--- src/rtl/brk_seq_pkg.sv ---
package brk_seq_pkg;
  typedef enum logic [3:0] {
    S_IDLE,
    S_PUSH_PCH,
    S_PUSH_PCL,
    S_PUSH_PSW,
    S_VEC_LO,
    S_VEC_HI,
    S_POP_PSW,
    S_POP_PCL,
    S_POP_PCH
  } seq_state_e;

  localparam int PSW_B = 4;
  localparam int PSW_I = 2;
endpackage

--- src/rtl/brk_seq_ctrl.sv ---
module brk_seq_ctrl
  import brk_seq_pkg::*;
(
  input  logic       clk_i,
  input  logic       rst_ni,
  input  logic       brk_i,
  input  logic       rti_i,
  input  logic       php_i,
  input  logic       plp_i,
  output seq_state_e state_o,
  output logic       busy_o,
  output logic       last_o,
  output logic       full_o
);
  seq_state_e state_q, state_d;
  logic       full_q, full_d;

  always_comb begin
    state_d = state_q;
    full_d  = full_q;
    unique case (state_q)
      S_IDLE: begin
        if (brk_i) begin
          state_d = S_PUSH_PCH; full_d = 1'b1;
        end else if (rti_i) begin
          state_d = S_POP_PSW;  full_d = 1'b1;
        end else if (php_i) begin
          state_d = S_PUSH_PSW; full_d = 1'b0;
        end else if (plp_i) begin
          state_d = S_POP_PSW;  full_d = 1'b0;
        end
      end
      S_PUSH_PCH: state_d = S_PUSH_PCL;
      S_PUSH_PCL: state_d = S_PUSH_PSW;
      S_PUSH_PSW: state_d = full_q ? S_VEC_LO : S_IDLE;
      S_VEC_LO:   state_d = S_VEC_HI;
      S_VEC_HI:   state_d = S_IDLE;
      S_POP_PSW:  state_d = full_q ? S_POP_PCL : S_IDLE;
      S_POP_PCL:  state_d = S_POP_PCH;
      S_POP_PCH:  state_d = S_IDLE;
      default:    state_d = S_IDLE;
    endcase
  end

  always_ff @(posedge clk_i or negedge rst_ni) begin
    if (!rst_ni) begin
      state_q <= S_IDLE;
      full_q  <= 1'b0;
    end else begin
      state_q <= state_d;
      full_q  <= full_d;
    end
  end

  assign state_o = state_q;
  assign busy_o  = (state_q != S_IDLE);
  assign full_o  = full_q;
  assign last_o  = (state_q == S_VEC_HI) || (state_q == S_POP_PCH) ||
                   (((state_q == S_PUSH_PSW) || (state_q == S_POP_PSW)) && !full_q);

  AST_BUSY_NO_RESTART: assert property (@(posedge clk_i) disable iff (!rst_ni)
    (state_q == S_PUSH_PCH) |=> (state_q == S_PUSH_PCL));
  AST_PRIO_BRK: assert property (@(posedge clk_i) disable iff (!rst_ni)
    ((state_q == S_IDLE) && brk_i) |=> (state_q == S_PUSH_PCH));
endmodule

--- src/rtl/brk_seq_stack.sv ---
module brk_seq_stack #(
  parameter int          SP_W     = 8,
  parameter int          ADDR_W   = 16,
  parameter logic [ADDR_W-SP_W-1:0] PAGE = 'h01,
  parameter logic [SP_W-1:0] SP_RST = '1
) (
  input  logic              clk_i,
  input  logic              rst_ni,
  input  logic              push_i,
  input  logic              pop_i,
  input  logic              ld_i,
  input  logic [SP_W-1:0]   ld_val_i,
  output logic [SP_W-1:0]   sp_o,
  output logic [ADDR_W-1:0] addr_o
);
  logic [SP_W-1:0] sp_q, sp_inc;

  assign sp_inc = sp_q + 1'b1;

  always_ff @(posedge clk_i or negedge rst_ni) begin
    if (!rst_ni)      sp_q <= SP_RST;
    else if (ld_i)    sp_q <= ld_val_i;
    else if (push_i)  sp_q <= sp_q - 1'b1;
    else if (pop_i)   sp_q <= sp_inc;
  end

  // pop pre-increments, push post-decrements
  assign addr_o = {PAGE, (pop_i ? sp_inc : sp_q)};
  assign sp_o   = sp_q;

  AST_PUSH_DEC: assert property (@(posedge clk_i) disable iff (!rst_ni)
    (push_i && !ld_i) |=> (sp_q == $past(sp_q) - 1'b1));
  AST_POP_INC: assert property (@(posedge clk_i) disable iff (!rst_ni)
    (pop_i && !ld_i) |=> (sp_q == $past(sp_q) + 1'b1));
endmodule

--- src/rtl/brk_entry_seq.sv ---
module brk_entry_seq
  import brk_seq_pkg::*;
#(
  parameter int          ADDR_W  = 16,
  parameter int          DATA_W  = 8,
  parameter logic [ADDR_W-1:0] VEC_ADDR = 16'hFFDE,
  parameter logic [DATA_W-1:0] SP_RST   = 8'hFF
) (
  input  logic              clk_i,
  input  logic              rst_ni,
  input  logic              brk_i,
  input  logic              rti_i,
  input  logic              php_i,
  input  logic              plp_i,
  input  logic              pc_we_i,
  input  logic [ADDR_W-1:0] pc_wdata_i,
  input  logic              psw_we_i,
  input  logic [DATA_W-1:0] psw_wdata_i,
  input  logic              sp_we_i,
  input  logic [DATA_W-1:0] sp_wdata_i,
  output logic [ADDR_W-1:0] mem_addr_o,
  output logic              mem_we_o,
  output logic              mem_re_o,
  output logic [DATA_W-1:0] mem_wdata_o,
  input  logic [DATA_W-1:0] mem_rdata_i,
  output logic [ADDR_W-1:0] pc_o,
  output logic [DATA_W-1:0] psw_o,
  output logic [DATA_W-1:0] sp_o,
  output logic              busy_o,
  output logic              done_o
);
  localparam int PAGE_W = ADDR_W - DATA_W;
  localparam logic [PAGE_W-1:0] STK_PAGE = 'h01;

  seq_state_e        state;
  logic              busy, last, full;
  logic              push, pop, vec_rd, idle_ld;
  logic [ADDR_W-1:0] stk_addr;
  logic [ADDR_W-1:0] pc_q;
  logic [DATA_W-1:0] psw_q, vec_lo_q;
  logic              done_q;

  brk_seq_ctrl u_ctrl (
    .clk_i, .rst_ni, .brk_i, .rti_i, .php_i, .plp_i,
    .state_o(state), .busy_o(busy), .last_o(last), .full_o(full)
  );

  assign push    = (state == S_PUSH_PCH) || (state == S_PUSH_PCL) || (state == S_PUSH_PSW);
  assign pop     = (state == S_POP_PSW)  || (state == S_POP_PCL)  || (state == S_POP_PCH);
  assign vec_rd  = (state == S_VEC_LO)   || (state == S_VEC_HI);
  assign idle_ld = !busy;

  brk_seq_stack #(
    .SP_W(DATA_W), .ADDR_W(ADDR_W), .PAGE(STK_PAGE), .SP_RST(SP_RST)
  ) u_stack (
    .clk_i, .rst_ni,
    .push_i(push), .pop_i(pop),
    .ld_i(idle_ld && sp_we_i), .ld_val_i(sp_wdata_i),
    .sp_o(sp_o), .addr_o(stk_addr)
  );

  always_comb begin
    mem_addr_o = stk_addr;
    if (state == S_VEC_LO) mem_addr_o = VEC_ADDR;
    if (state == S_VEC_HI) mem_addr_o = VEC_ADDR + 1'b1;
  end

  assign mem_we_o = push;
  assign mem_re_o = pop || vec_rd;

  always_comb begin
    unique case (state)
      S_PUSH_PCH: mem_wdata_o = pc_q[ADDR_W-1:DATA_W];
      S_PUSH_PCL: mem_wdata_o = pc_q[DATA_W-1:0];
      default:    mem_wdata_o = psw_q;
    endcase
  end

  always_ff @(posedge clk_i or negedge rst_ni) begin
    if (!rst_ni) begin
      pc_q     <= '0;
      psw_q    <= '0;
      vec_lo_q <= '0;
      done_q   <= 1'b0;
    end else begin
      done_q <= last;
      if (idle_ld) begin
        if (pc_we_i)  pc_q  <= pc_wdata_i;
        if (psw_we_i) psw_q <= psw_wdata_i;
      end
      unique case (state)
        S_PUSH_PSW: if (full) begin
          psw_q[PSW_B] <= 1'b1;
          psw_q[PSW_I] <= 1'b0;
        end
        S_VEC_LO:  vec_lo_q <= mem_rdata_i;
        S_VEC_HI:  pc_q     <= {mem_rdata_i, vec_lo_q};
        S_POP_PSW: psw_q    <= mem_rdata_i;
        S_POP_PCL: pc_q[DATA_W-1:0]      <= mem_rdata_i;
        S_POP_PCH: pc_q[ADDR_W-1:DATA_W] <= mem_rdata_i;
        default: ;
      endcase
    end
  end

  assign pc_o   = pc_q;
  assign psw_o  = psw_q;
  assign busy_o = busy;
  assign done_o = done_q;

  AST_ONE_ACCESS: assert property (@(posedge clk_i) disable iff (!rst_ni)
    !(mem_we_o && mem_re_o));
  AST_STACK_PAGE: assert property (@(posedge clk_i) disable iff (!rst_ni)
    (push || pop) |-> (mem_addr_o[ADDR_W-1:DATA_W] == STK_PAGE));
  AST_DONE_PULSE: assert property (@(posedge clk_i) disable iff (!rst_ni)
    done_o |=> !done_o);
  AST_BRK_FLAGS: assert property (@(posedge clk_i) disable iff (!rst_ni)
    (state == S_VEC_HI) |=> (psw_o[PSW_B] && !psw_o[PSW_I] && done_o));
  AST_PC_HELD: assert property (@(posedge clk_i) disable iff (!rst_ni)
    (push || state == S_VEC_LO) |=> $stable(pc_o));
endmodule

--- config.mk ---
export PLATFORM = sky130hd
export DESIGN_NAME = brk_entry_seq
export DESIGN_NICKNAME = d
export VERILOG_FILES = /design/src/rtl/brk_seq_pkg.sv /design/src/rtl/brk_seq_ctrl.sv /design/src/rtl/brk_seq_stack.sv /design/src/rtl/brk_entry_seq.sv
export SDC_FILE = /design/constraint.sdc
export NUM_CORES = 1
export LEC_CHECK = 0
export CORE_MARGIN = 2
export CORE_UTILIZATION = 51
export DETAILED_ROUTE_END_ITERATION = 10
export DONT_BUFFER_PORTS = 1
export HOLD_SLACK_MARGIN = 0.02
export PLACE_DENSITY = 0.66
export SYNTH_ARGS = -nofsm -noshare
export SYNTH_HDL_FRONTEND = slang
export SYNTH_SLANG_ARGS = --single-unit
--- constraint.sdc ---
create_clock -name clk_i -period 5.2 [get_ports clk_i]
set_input_delay 0.78 -clock clk_i [delete_from_list [all_inputs] [get_ports clk_i]]
set_output_delay 0.78 -clock clk_i [all_outputs]
set_load 0.01 [all_outputs]
**Word-level counts from Yosys, hierarchy flattened**

Cells that the tools add are included.

- Bits in registers: 46
- Output and inout port bits: 60
- Logic and storage cells: 77

- Add/subtract/negate cells: 2
- Equality and inequality tests: 12
- Muxes and demuxes: 30
- Reductions and logical operators: 24

Operators by type and width:

| kind | number |
|---|---|
| 16-bit two-way mux | 4 |
| 8-bit two-way mux | 6 |
| 8-bit one-hot mux with 2 select lines | 2 |
| 4-bit one-hot mux with 7 select lines | 1 |
| 4-bit by 3-bit == test with 1-bit output, second input constant | 4 |
| 4-bit two-way mux | 4 |
| 1-bit logical OR | 9 |
| 3-bit two-way mux | 3 |
| 8-bit by 1-bit adder with 8-bit output, second input constant | 1 |
| 4-bit by 2-bit == test with 1-bit output, second input constant | 2 |
| 2-bit AND reduction | 4 |
| 4-bit nonzero test | 2 |
| 8-bit by 1-bit subtractor with 8-bit output, second input constant | 1 |
| 1-bit two-way mux | 7 |
| 5-bit != test, second input constant | 1 |
| 4-bit by 1-bit == test with 1-bit output, second input constant | 1 |
| 4-bit == test, second input constant | 1 |
| 4-bit logical NOT | 1 |
| 1-bit one-hot mux with 2 select lines | 2 |
| 2-bit nonzero test | 2 |
| 3-bit by 1-bit != test with 1-bit output, second input constant | 1 |
| 3-bit nonzero test | 1 |
| 1-bit logical AND | 2 |
| 1-bit logical NOT | 2 |
| other kinds (4) | 4 |

**Depth between registers and ports, before layout**

- Word-level depth: 6
- Depth in mapped cells: 7

**Modules after synthesis**

From an unflattened synthesis, not the netlist that was laid out.

- Cells, all modules: 346
- Area total of the unflattened synthesis: 3219.3 um^2

Modules (own cells, without submodules):

| module | times used | cells each | area an instance (um^2) | seq. area each (um^2) |
|---|---|---|---|---|
| brk_entry_seq | 1 | 223 | 2169.6 | 825.8 |
| brk_seq_stack | 1 | 88 | 723.2 | 210.2 |
| brk_seq_ctrl | 1 | 35 | 326.6 | 125.1 |

**Least setup slack after synthesis**

Ideal clock, no wire load.

- Path type: reg2out
- Start point: register u_ctrl.state_q[0], in the netlist u_ctrl.state_o[0]
- End point: output port mem_addr_o[6]
- Arrival: 1.669 ns
- Data required time: 4.420 ns
- Slack: 2.751 ns
- Stages on the path, launching flop included: 7
- Buffers on the path: 1
- Path through: dfrtp_1 > or4b_1 > buf_2 > a21oi_1 > nand3_1 > mux2i_1 > nand2_1

- Cells in the longest elaborated chain, start to end: 6
- Elaborated cells between the ends (all ways): 10
- Those cells by class: eq/ne: 5; mux: 3; reduce/logical: 2

RTL lines:

| element | line | source |
|---|---|---|
| start, declared | brk_seq_ctrl.sv:15 | `seq_state_e state_q, state_d;` |
| start signal, assigned | brk_seq_ctrl.sv:50 | `state_q <= state_d;` |
| 4-bit by 3-bit == test with 1-bit output | brk_entry_seq.sv:49 | `assign pop = (state == S_POP_PSW) \|\| (state == S_POP_PCL) \|\| (state == S_POP_PCH);` |
| 1-bit logical OR (2 in series) | brk_entry_seq.sv:49 |  |
| 8-bit two-way mux | brk_seq_stack.sv:28 | `assign addr_o = {PAGE, (pop_i ? sp_inc : sp_q)};` |
| 16-bit two-way mux | brk_entry_seq.sv:64 | `if (state == S_VEC_LO) mem_addr_o = VEC_ADDR;` |
| 16-bit two-way mux (*) | brk_entry_seq.sv:65 | `if (state == S_VEC_HI) mem_addr_o = VEC_ADDR + 1'b1;` |
| end, declared | brk_entry_seq.sv:21 | `output logic [ADDR_W-1:0] mem_addr_o,` |

Every way passes the cells marked *; elsewhere a longest branch is shown, timed or not.

**Worst setup path in the final report**

- Start point: register u_ctrl.state_q[1], in the netlist u_ctrl.state_o[1]
- End point: output port mem_addr_o[6]

The elaborated chain is that of the path after synthesis.

==> out/results.ini <==
[run_status]
status=finished clean

[route]
wirelength_mm=7.70
firstDrtPassIters=5
drt_iter0_markers=143
viasPerCell=6.21
via_count=2576
wl_per_cell_um=18.6
post-route-drc-count=0
postRouteAntennaNets=0

[timing]
drv_slew=0
period_share_pct=67.0
clock-skew-final_ps=4.50
max_slew_margin_pct=28.9
rsz0062_at_grt=no
fin_tns_setup_ps=0
setup_violations=0
finalHoldViolCount=0
tightest_slew_ps=1070
period_needed_ps=3480
max_freq_ghz=0.287

[global_routing]
grt_pass1_vias=2511
antenna_found_initial=0
grt_overflow=0
grt_usage_pct=24.8
grt_max_degree=68
grt_pass1_wl_mm=12.4

[pwr]
ir_drop_mv=0.296
p_per_area_nw_per_um2=718
p_total_mw=2.17
p_leak_nw=1.21

[clocking]
cts-root-buf=clkbuf_8
cts_resized=0
post_cts_buffers=0
cts_made_buffers=5
path_clk_slew_ps=80
hold_buffers=0
cts_sinks=46
clk_path_buf_depth=2
clk-insertion-delay-late_ps=300
cts_tree=done
htreeDepth=2

[critical_path]
slowest_delay_ps=790
crit_path_end_kind=output pin
crit_type=reg2out
reg2reg_slack_ps=2470
crit_start=u_ctrl.state_o[1]$_DFFE_PN0P_
timing.critical_path.buf_inv=0
crit_required_ps=4420
r2r_cells=6
cp.arrival_ps=2700
cp_slowest_cell=or4b_1
startpoint_type=flip-flop
cpLargestDelayFamily=simple AND/OR/NAND/NOR gates
reg2reg_from=u_ctrl.state_o[2]$_DFFE_PN0P_
rr_endpoint=u_stack.sp_o[7]$_DFF_PN1_
path_cells=or4b_1, a21oi_1, nand3_1, mux2i_1, nand2_1
crit_fanout=67

[die]
fp.dieH_um=80.9
core-area_um2=5820
rows=28
io_pins=109
start_util_pct=51.9
dieArea_um2=6550
die_x_um=80.9

[synthesis]
syn_nets=419
ys.flop_type=dfrtp_1
avgSynthCellArea_um2=8.20
synthCells=368
yosysTopAreaCell=dfrtp_1
yosys-top-cells-area=dfrtp_1 (32%), nand2_1 (7.1%), dfstp_2 (7.0%), nor2_1 (3.9%), a21oi_1 (3.8%)
yosys_warnings=0
ys_seq_area_share_pct=38.5
synthArstFlopShare_pct=100
synth_top_area_share_pct=31.5
synth_edf_count=0
syn_area_um2=3020
synth-seq-cells=46
synthDistinctLibCells=50

[finish]
syn_to_final_growth_pct=0.207
drive_gt1_share_pct=9.12
nets=390
diodes=0
design_area_um2=3020
fin_util_pct=52.0
filler_cell_count=577

[job]
maxCapViolCount=0

[place]
hpwl_mm=5.52
dpl_cell_area_um2=2940
port_buffers=0
place_congestion=0.856

[min_path]
hp-class=in2async

cells in the mapped netlist, drive strengths merged, types with 9 or more instances:
library cell,number
a31oi,10
a21oi,24
buf,19
nor2,31
mux2i,9
dfrtp,38
nor2b,11
nand2b,12
clkbuf,17
o21ai,25
a211oi,10
o22ai,11
nand2,57
xnor2,9
mux2,9
cells by family (layout without fill, tap and decap cells):
kind of cell	Yosys count	count (layout)	synth area share (%)
AND/OR/NAND/NOR	141	141	22.4
multiplexers	18	18	6.35
AO/OA/AOI/OAI	105	105	21.9
adder cells (fa/ha/maj)	2	2	0.829
XOR/XNOR	11	11	3.19
flip-flops	46	46	38.5
buffers and inverters	44	16	6.72
other	1	1	0.124
placed cells by master (no fill, tap or decap), drive strengths merged, types with 9 or more instances in the layout:
cell | synthesis | final
nor2 | 31 | 31
o22ai | 11 | 11
nand2b | 12 | 12
o21ai | 25 | 25
mux2 | 9 | 9
nand2 | 57 | 57
a21oi | 24 | 24
mux2i | 9 | 9
nor2b | 11 | 11
dfrtp | 38 | 38
a211oi | 10 | 10
xnor2 | 9 | 9
a31oi | 10 | 10
sequential cells by signal (all words and copies together), names as in the netlist:
name / flops
vec_lo_q: 8
pc_o: 16
u_ctrl.full_o: 1
u_ctrl.state_o: 4
u_stack.sp_o: 8
psw_o: 8
done_o: 1
metrics by stage:
step	hold slack [ps]	cells	setup slack, ps
final	167	415	1720
after global routing	143	415	1560
after CTS	159	415	1730
after detailed placement	486	407	2060
after global placement	481	407	2150
after floorplan	473	368	2750
where the power goes:
part	leakage (nW)	internal (mW)	switching, mW
clock	0.0385	0.0953	0.121
combinational	0.625	0.414	0.586
sequential	0.542	0.565	0.389
total	1.21	1.07	1.10
layout make-up:
cell class | count | area (µm²) | share of cell area [%]
inverter | 8 | 30.0 | 0.993
clock buffer | 7 | 76.3 | 2.52
multi-input combinational | 278 | 1650 | 54.7
tap | 75 | 93.8 | 3.10
sequential | 46 | 1160 | 38.5
clock inverter | 1 | 7.51 | 0.248
per-layer routing:
layer	track usage, %	wire length (µm)	vias up
li1	-	-	1235
met1	30.5	3080	1211
met2	40.3	3740	111
met3	8.33	686	19
met4	9.32	199	0
met5	0	0	-
how the worst max path moves through the flow:
stage / endpoint / cells past startpoint
after floorplan: mem_addr_o[6] / 6
after global placement: mem_addr_o[6] / 5
after detailed placement: mem_addr_o[6] / 5
after CTS: mem_addr_o[6] / 5
after global routing: mem_addr_o[6] / 5
final: mem_addr_o[6] / 5
Note: power is estimated with default switching activity, not from simulation.
